## src/rtl/interleaved_acc_pkg.sv

```systemverilog
package interleaved_acc_pkg;

  // Result latency of every adder instance; the lane count follows from it.
  localparam int ADD_LAT   = 2;
  localparam int NUM_LANES = ADD_LAT;

  typedef struct packed {
    logic [NUM_LANES-1:0] laneLoad;   // lane takes the current sample
    logic [NUM_LANES-1:0] laneClear;  // lane starts its partial sum from zero
    logic                 combine;    // final adder reads the partial sums
    logic                 lastOdd;    // last burst sample went to lane 1
    logic                 oddEmpty;   // lane 1 received no sample this burst
  } accStrobes_t;

endpackage

```

## src/rtl/lat2_adder.sv

```systemverilog
module lat2_adder #(
  parameter int W = 8
) (
  input  logic         clk,
  input  logic         rstN,
  input  logic [W-1:0] opA,
  input  logic [W-1:0] opB,
  output logic [W-1:0] sumOut
);

  logic [W-1:0] stageSum;
  logic [W-1:0] opSum;

  assign opSum = opA + opB;

  always_ff @(posedge clk or negedge rstN) begin
    if (!rstN) begin
      stageSum <= '0;
      sumOut   <= '0;
    end else begin
      stageSum <= opSum;
      sumOut   <= stageSum;
    end
  end

  // Counts edges since reset so the latency check never looks into reset time.
  logic [1:0] warmCnt;
  always_ff @(posedge clk or negedge rstN) begin
    if (!rstN)              warmCnt <= '0;
    else if (warmCnt != 2'd2) warmCnt <= warmCnt + 2'd1;
  end

  assert_two_cycle_R9: assert property (@(posedge clk) disable iff (!rstN)
    (warmCnt == 2'd2) |-> (sumOut == $past(opSum, 2)))
    else $error("adder latency is not two cycles");

endmodule

```

## src/rtl/interleaved_acc_ctrl.sv

```systemverilog
module interleaved_acc_ctrl
  import interleaved_acc_pkg::*;
(
  input  logic        clk,
  input  logic        rstN,
  input  logic        sampleValid,
  output accStrobes_t stb,
  output logic        totalDone
);

  logic prevValid;
  logic parityReg;   // lane of the most recent accepted sample
  logic prevFirst;   // previous cycle held a burst's first sample
  logic combineReg;
  logic lastOddReg;
  logic oddEmptyReg;
  logic [ADD_LAT-1:0] donePipe;

  logic isFirst;
  logic parityNow;
  logic burstEnd;

  assign isFirst   = sampleValid && !prevValid;
  assign parityNow = isFirst ? 1'b0 : !parityReg;
  assign burstEnd  = !sampleValid && prevValid;

  always_comb begin
    stb              = '0;
    stb.laneLoad[0]  = sampleValid && !parityNow;
    stb.laneLoad[1]  = sampleValid && parityNow;
    stb.laneClear[0] = isFirst;
    stb.laneClear[1] = sampleValid && prevFirst;
    stb.combine      = combineReg;
    stb.lastOdd      = lastOddReg;
    stb.oddEmpty     = oddEmptyReg;
  end

  always_ff @(posedge clk or negedge rstN) begin
    if (!rstN) begin
      prevValid   <= 1'b0;
      parityReg   <= 1'b0;
      prevFirst   <= 1'b0;
      combineReg  <= 1'b0;
      lastOddReg  <= 1'b0;
      oddEmptyReg <= 1'b0;
      donePipe    <= '0;
    end else begin
      prevValid  <= sampleValid;
      prevFirst  <= isFirst;
      combineReg <= burstEnd;
      donePipe   <= {donePipe[ADD_LAT-2:0], combineReg};
      if (sampleValid) parityReg <= parityNow;
      if (burstEnd) begin
        lastOddReg  <= parityReg;
        oddEmptyReg <= prevFirst;
      end
    end
  end

  assign totalDone = donePipe[ADD_LAT-1];

  assert_lane_exclusive_R9: assert property (@(posedge clk) disable iff (!rstN)
    $onehot0(stb.laneLoad))
    else $error("both lanes loaded in one cycle");

  assert_first_even_R6: assert property (@(posedge clk) disable iff (!rstN)
    (sampleValid && !$past(sampleValid)) |-> (stb.laneLoad[0] && stb.laneClear[0]))
    else $error("burst start not routed to cleared lane 0");

  assert_done_pulse_R3: assert property (@(posedge clk) disable iff (!rstN)
    totalDone |=> !totalDone)
    else $error("done held longer than one cycle");

  assert_done_after_end_R3: assert property (@(posedge clk) disable iff (!rstN)
    $fell(sampleValid) |=> ##2 totalDone)
    else $error("done pulse missing after burst end");

endmodule

```

## src/rtl/interleaved_acc_datapath.sv

```systemverilog
module interleaved_acc_datapath
  import interleaved_acc_pkg::*;
#(
  parameter int W = 8
) (
  input  logic        clk,
  input  logic        rstN,
  input  logic [W-1:0] sampleIn,
  input  accStrobes_t stb,
  output logic [W-1:0] totalOut
);

  logic [NUM_LANES-1:0][W-1:0] laneSum;
  logic [NUM_LANES-1:0][W-1:0] laneHold;

  for (genvar g = 0; g < NUM_LANES; g++) begin : gLane
    logic [W-1:0] laneOpA;
    logic [W-1:0] laneOpB;

    assign laneOpA = stb.laneLoad[g] ? sampleIn : '0;
    assign laneOpB = (stb.laneLoad[g] && !stb.laneClear[g]) ? laneSum[g] : '0;

    lat2_adder #(.W(W)) u_laneAdder (
      .clk    (clk),
      .rstN   (rstN),
      .opA    (laneOpA),
      .opB    (laneOpB),
      .sumOut (laneSum[g])
    );

    // One-cycle copy lines up the lane that finished a cycle early.
    always_ff @(posedge clk or negedge rstN) begin
      if (!rstN) laneHold[g] <= '0;
      else       laneHold[g] <= laneSum[g];
    end
  end

  logic [W-1:0] liveSum;
  logic [W-1:0] heldSum;
  logic [W-1:0] finOpA;
  logic [W-1:0] finOpB;

  always_comb begin
    if (stb.lastOdd) begin
      liveSum = laneSum[1];
      heldSum = laneHold[0];
    end else begin
      liveSum = laneSum[0];
      heldSum = stb.oddEmpty ? '0 : laneHold[1];
    end
  end

  assign finOpA = stb.combine ? liveSum : '0;
  assign finOpB = stb.combine ? heldSum : '0;

  lat2_adder #(.W(W)) u_finalAdder (
    .clk    (clk),
    .rstN   (rstN),
    .opA    (finOpA),
    .opB    (finOpB),
    .sumOut (totalOut)
  );

endmodule

```

## src/rtl/interleaved_accumulator.sv

```systemverilog
module interleaved_accumulator
  import interleaved_acc_pkg::*;
#(
  parameter int DATA_WIDTH = 8
) (
  input  logic                  clk,
  input  logic                  rstN,
  input  logic [DATA_WIDTH-1:0] sampleIn,
  input  logic                  sampleValid,
  output logic [DATA_WIDTH-1:0] totalOut,
  output logic                  totalDone
);

  accStrobes_t stb;

  interleaved_acc_ctrl u_ctrl (
    .clk         (clk),
    .rstN        (rstN),
    .sampleValid (sampleValid),
    .stb         (stb),
    .totalDone   (totalDone)
  );

  interleaved_acc_datapath #(.W(DATA_WIDTH)) u_datapath (
    .clk      (clk),
    .rstN     (rstN),
    .sampleIn (sampleIn),
    .stb      (stb),
    .totalOut (totalOut)
  );

  assert_idle_zero_R4: assert property (@(posedge clk) disable iff (!rstN)
    !totalDone |-> (totalOut == '0))
    else $error("total visible without done");

endmodule

```

## config.mk

```make
export PLATFORM = sky130hd
export DESIGN_NAME = interleaved_accumulator
export DESIGN_NICKNAME = d
export VERILOG_FILES = /design/src/rtl/interleaved_acc_pkg.sv /design/src/rtl/lat2_adder.sv /design/src/rtl/interleaved_acc_ctrl.sv /design/src/rtl/interleaved_acc_datapath.sv /design/src/rtl/interleaved_accumulator.sv
export SDC_FILE = /design/constraint.sdc
export NUM_CORES = 1
export LEC_CHECK = 0
export BUFFER_PORTS_ARGS = -buffer_cell sky130_fd_sc_hd__buf_4
export CAP_MARGIN = 20
export CORE_MARGIN = 1.5
export CORE_UTILIZATION = 42
export DETAILED_ROUTE_END_ITERATION = 8
export PLACE_DENSITY = 0.68
export SYNTH_ARGS = -nofsm -noshare
export SYNTH_HDL_FRONTEND = slang
export SYNTH_SLANG_ARGS = --single-unit
```

## constraint.sdc

```tcl
create_clock -name clk -period 4.75 [get_ports clk]
set_input_delay 0.95 -clock clk [delete_from_list [all_inputs] [get_ports clk]]
set_output_delay 0.95 -clock clk [all_outputs]
set_load 0.005 [all_outputs]
```

# After elaboration in Yosys (flattened, before gate mapping)
# Cells that the tools add are included.
# Widths: inputs -> output; s select.
# word_totals
reg_bits,72
inputBits,11
output_inout_bits,9
word_cells,41
# classes
addsub,3
mux,10
n_reduce_logical,13
# op_table
operator,n
$mux 8,9
$add 8x8->8,3
$logic_and 1x1->1,7
$logic_not 1->1,6
$mux 1,1

# Depth between registers and ports, before layout
# logic_depth
ltp_word,8
depth_mapped,12

# Modules after synthesis
# From an unflattened synthesis, not the netlist that was laid out.
# hier_totals
cells_unflattened,289
hier_area_um2,3402.0
# modules_own_cells
module,n_inst,cells_per_inst,area_per_inst_um2,seq_area_each_um2
lat2_adder (u_datapath.gLane[0].u_laneAdder ...),2,58,732.0,400.4
interleaved_acc_datapath,1,94,910.9,400.4
lat2_adder (u_datapath.u_finalAdder),1,57,710.7,400.4
interleaved_acc_ctrl,1,22,316.6,200.2

# Least setup slack after synthesis
# No wires, ideal clock.
# synth_timing
path_kind,input to register
start,input port sampleValid
end,register u_datapath.gLane[1].u_laneAdder.stageSum[6]
setup_time_ns,0.139
arrival_ns,2.777
required_time_ns,4.611
path_slack_ns,1.834
stages,11
cell_sequence,and3_1 > buf_4 > nor2b_4 > and2_1 > ha_1 > inv_1 > fa_1 > nand2b_1 > a21boi_0 > o21a_1 > o311ai_2
# synth_between
elab_chain_len,6
elab_cells_between_ends,9
classes_between,add/sub: 1; mux: 3; reduce/logical: 5
# synth_lines
element,line,text
"start, declared",interleaved_accumulator.sv:9,"input logic sampleValid,"
$logic_and 1x1->1,interleaved_acc_ctrl.sv:23,assign isFirst = sampleValid && !prevValid;
$mux 1,interleaved_acc_ctrl.sv:24,assign parityNow = isFirst ? 1'b0 : !parityReg;
$logic_and 1x1->1,interleaved_acc_ctrl.sv:30,stb.laneLoad[1] = sampleValid && parityNow;
$logic_and 1x1->1,interleaved_acc_datapath.sv:21,assign laneOpB = (stb.laneLoad[g] && !stb.laneClear[g]) ? laneSum[g] : '0;
$mux 8,interleaved_acc_datapath.sv:21,
$add 8x8->8 *,lat2_adder.sv:14,assign opSum = opA + opB;
net u_datapath.gLane[1].u_laneAdder.opSum[6],lat2_adder.sv:12,logic [W-1:0] opSum;
"end signal, assigned",lat2_adder.sv:21,stageSum <= opSum;
"end, declared",lat2_adder.sv:11,logic [W-1:0] stageSum;
# The timed path passes the listed nets; every way through them passes the cells marked *.
# A chain may end at the register's enable or synchronous reset.

# Worst setup path in the final report
# Same ends and word-level chain as after synthesis.

==> impl_results.md <==
* Area growth, synth to finish at 15.1%
* Hold_sp: u_datapath.gLane[1].u_laneAdder.stageSum[0]
* Crit path max fanout at 10
* Deepest clock path buffer count at 2
* # hold bufs at CTS at 0
* Peak VDD IR at 0.191 mV
* DRT iter0 DRCs at 121
* Setup violators final at 0
* P_leak at 0.00191 uW
* Tcrit/Tclk final at 62.0%
* Initial Util at 43.4%
* Reg-to-reg startpoint: u_ctrl.parityReg
* Port bufs at 19
* Run status: finished clean
* First-pass GRT wire length at 9540 um
* Skew-Pair Late Insertion Delay at 340 ps
* Synth Register Bits at 72
* Number of remaining DRC errors at 0
* H-tree Lvls at 3
* Pins Over Slew Limit at 0
* I/O pins at 20
* Synth Net Count at 313
* Power per Cell Area at 373 nW/um^2
* Critical R2R Capture: u_datapath.gLane[1].u_laneAdder.stageSum[6]
* DIE HEIGHT at 92.3 um
* CTS buffer count at 9
* Worst hold slack at 349 ps
* Async SR Flop Fraction at 100%
* Mean post-synth cell area at 12.1 um^2
* Post-Synthesis Cell Area at 3350 um^2
* TNS Setup at 0 ps
* Post-Synthesis Cells at 278
* Post-CTS sizing at 0
* Setup CP Type: in2reg
* CP required at 4970 ps
* N_diodes at 0
* Tot Pwr at 1440 uW
* Largest net degree at the start of global routing at 73
* Nature of the critical path endpoint: flop
* Post-CTS setup buffers at 0
* Min cycle time layout at 2950 ps
* Core area at 7730 um^2
* Post-Route Skew at 8.94 ps
* Post-Route WL at 5400 um
* Worst path max stage delay at 390 ps
* Clock root cell: clkbuf_8
* CTS tree: built
* DR pass1 iterations at 4
* Die W at 92.3 um
* Crit-path cells: buf_4 -> and3_1 -> nor2b_4 -> and2_1 -> ha_1 -> inv_1 -> fa_1 -> nand2b_1 -> a21boi_0 -> o21a_1 -> o311ai_2
* CTS clk-pin slew, worst paths at 70 ps
* Hold Crit Class: reg2reg
* Ys Warns at 0
* Die area at 8530 um^2
* Cell variety after synth at 42
* Vias per inst at 4.84
* Setup crit start kind: input pin
* Worst Reg-to-Reg Cells at 11
* Sequential area share after synthesis at 53.8%
* Endpoints failing hold at 0
* Worst-Margin Slew at 863 ps
* Initial antenna violation count at 0
* FF-to-FF setup slack at 1990 ps
* Slowest CP cell: fa_1
* RSZ-0062 raised after global routing: no
* Overflow after GRT at 0
* Antenna Nets Post-Route at 0
* Relative slew margins at 42.5%
* Maxcap violations at 0
* DPL Wire Length at 4000 um
* Final Wtd Congestion at 0.742
* Vias in the first global route at 2004
* Total clock sinks at 72
* Prevailing post-synth register cell: dfrtp_1
* Layout cells sized above 1 at 16.2%
* Number of synthesized flops with an enable pin at 0
* Global Route Usage Sum at 14.7%
* Row count at 32
* CP arrival at 3160 ps
* Worst hold stages at 0
* Worst Hold Endpoint: u_datapath.gLane[1].u_laneAdder.sumOut[0]
* Final net count at 339
* Via count at 1983
* Fmax at 0.339 GHz
* Detailed-route wire length per cell at 13.2 um
## logic make-up after synthesis
kind of cell	synth area share, %
buffers and inverters	3.25
XOR/XNOR	4.18
AO/OA/AOI/OAI	11.0
flip-flops	53.8
AND/OR/NAND/NOR	15.3
multiplexers	2.80
adder cells (fa/ha/maj)	9.63
## area by class of cell
type | instances | area, um^2
clock buffers | 10 | 138
fillers | 687 | 3870
inverters | 21 | 78.8
repair buffers | 19 | 143
well taps | 102 | 128
clock inverters | 5 | 129
multi-input cells | 181 | 1440
flip-flops and latches | 72 | 1800
## critical path, delay by kind of cell
kind / cells / cell delay (ps)
AO/OA/AOI/OAI: 3 / 600
adder cells (fa/ha/maj): 2 / 560
buffers and inverters: 2 / 160
AND/OR/NAND/NOR: 4 / 880
## through the flow
step	area, um^2	worst slack (ps)	instances	util, %
after floorplan	3350	1830	278	-
after global placement	3590	1510	395	46.5
after detailed placement	3590	1440	395	46.5
after CTS	3860	1800	410	49.9
after global routing	3860	1560	410	49.9
final	3860	1800	410	49.9
## cells in the final DEF (no fill, tap or decap), drive strengths merged, types with 4 or more instances in the layout
cell type / instances
and2: 26
nor2b: 17
ha: 21
a21oi: 6
inv: 21
bufinv: 4
buf: 19
nand2b: 8
nand3: 6
nor3: 6
dfrtp: 72
xor2: 6
nor2: 14
xnor2: 10
nand2: 12
clkbuf: 10
mux2i: 6
a22oi: 5
o211ai: 6
## metal layers
metal	global-route usage [%]	vias to the layer above	share of wire (%)
met4	6.54	0	1.6
met2	23.6	29	48
met1	18.6	957	47
li1	-	988	-
met3	3.94	9	3.1
met5	0	-	0
## cells in the mapped netlist, types with 2 or more instances
library cell	count	area [um^2]
and3_1	2	12.5
o21ai_0	3	15.0
nor2b_1	16	100
nand2_1	12	45.0
o21a_1	3	22.5
ha_1	21	263
o41ai_4	2	55.1
and2_1	26	163
dfrtp_1	72	1800
fa_1	3	60.1
a21oi_1	3	15.0
a21oi_2	3	26.3
nand2b_1	8	50.1
xnor2_1	10	87.6
o311ai_2	2	32.5
nor3_1	6	30.0
a22o_1	2	17.5
o211ai_1	3	22.5
a22oi_1	5	37.5
o211ai_2	3	37.5
mux2_2	3	33.8
nor2_1	13	48.8
a21boi_0	2	15.0
inv_1	21	78.8
nand3_1	6	30.0
xor2_1	6	52.6
buf_4	2	15.0
mux2i_1	6	60.1
## worst max path at each step
stage / startpoint / slack, ps / end / cells past startpoint
2_1_floorplan: sampleValid / 1830 / u_datapath.gLane[1].u_laneAdder.stageSum[6] / 11
3_3_place_gp: sampleValid / 1510 / u_datapath.gLane[1].u_laneAdder.stageSum[6] / 11
3_5_place_dp: sampleValid / 1440 / u_datapath.gLane[1].u_laneAdder.stageSum[6] / 11
4_1_cts: sampleValid / 1800 / u_datapath.gLane[1].u_laneAdder.stageSum[6] / 11
5_1_grt: sampleValid / 1560 / u_datapath.gLane[1].u_laneAdder.stageSum[6] / 11
6_report: sampleValid / 1800 / u_datapath.gLane[1].u_laneAdder.stageSum[6] / 11
## report_power, final
group | leakage [uW] | switching [uW] | total, uW | internal, uW
Clock | 0.000133 | 216 | 630 | 414
Combinational | 0.000813 | 59.5 | 117 | 57.4
Sequential | 0.000960 | 33.6 | 691 | 658
Total | 0.00191 | 309 | 1440 | 1130
## sequential cells by signal (all words and copies together) (netlist names), 2 cells and up
register / cells
u_ctrl.donePipe: 2
u_datapath.u_finalAdder.sumOut: 8
u_datapath.laneHold: 16
u_datapath.u_finalAdder.stageSum: 8
u_datapath.gLane.u_laneAdder.stageSum: 16
u_datapath.gLane.u_laneAdder.sumOut: 16
No activity file was read; power rests on OpenSTA's default activity.
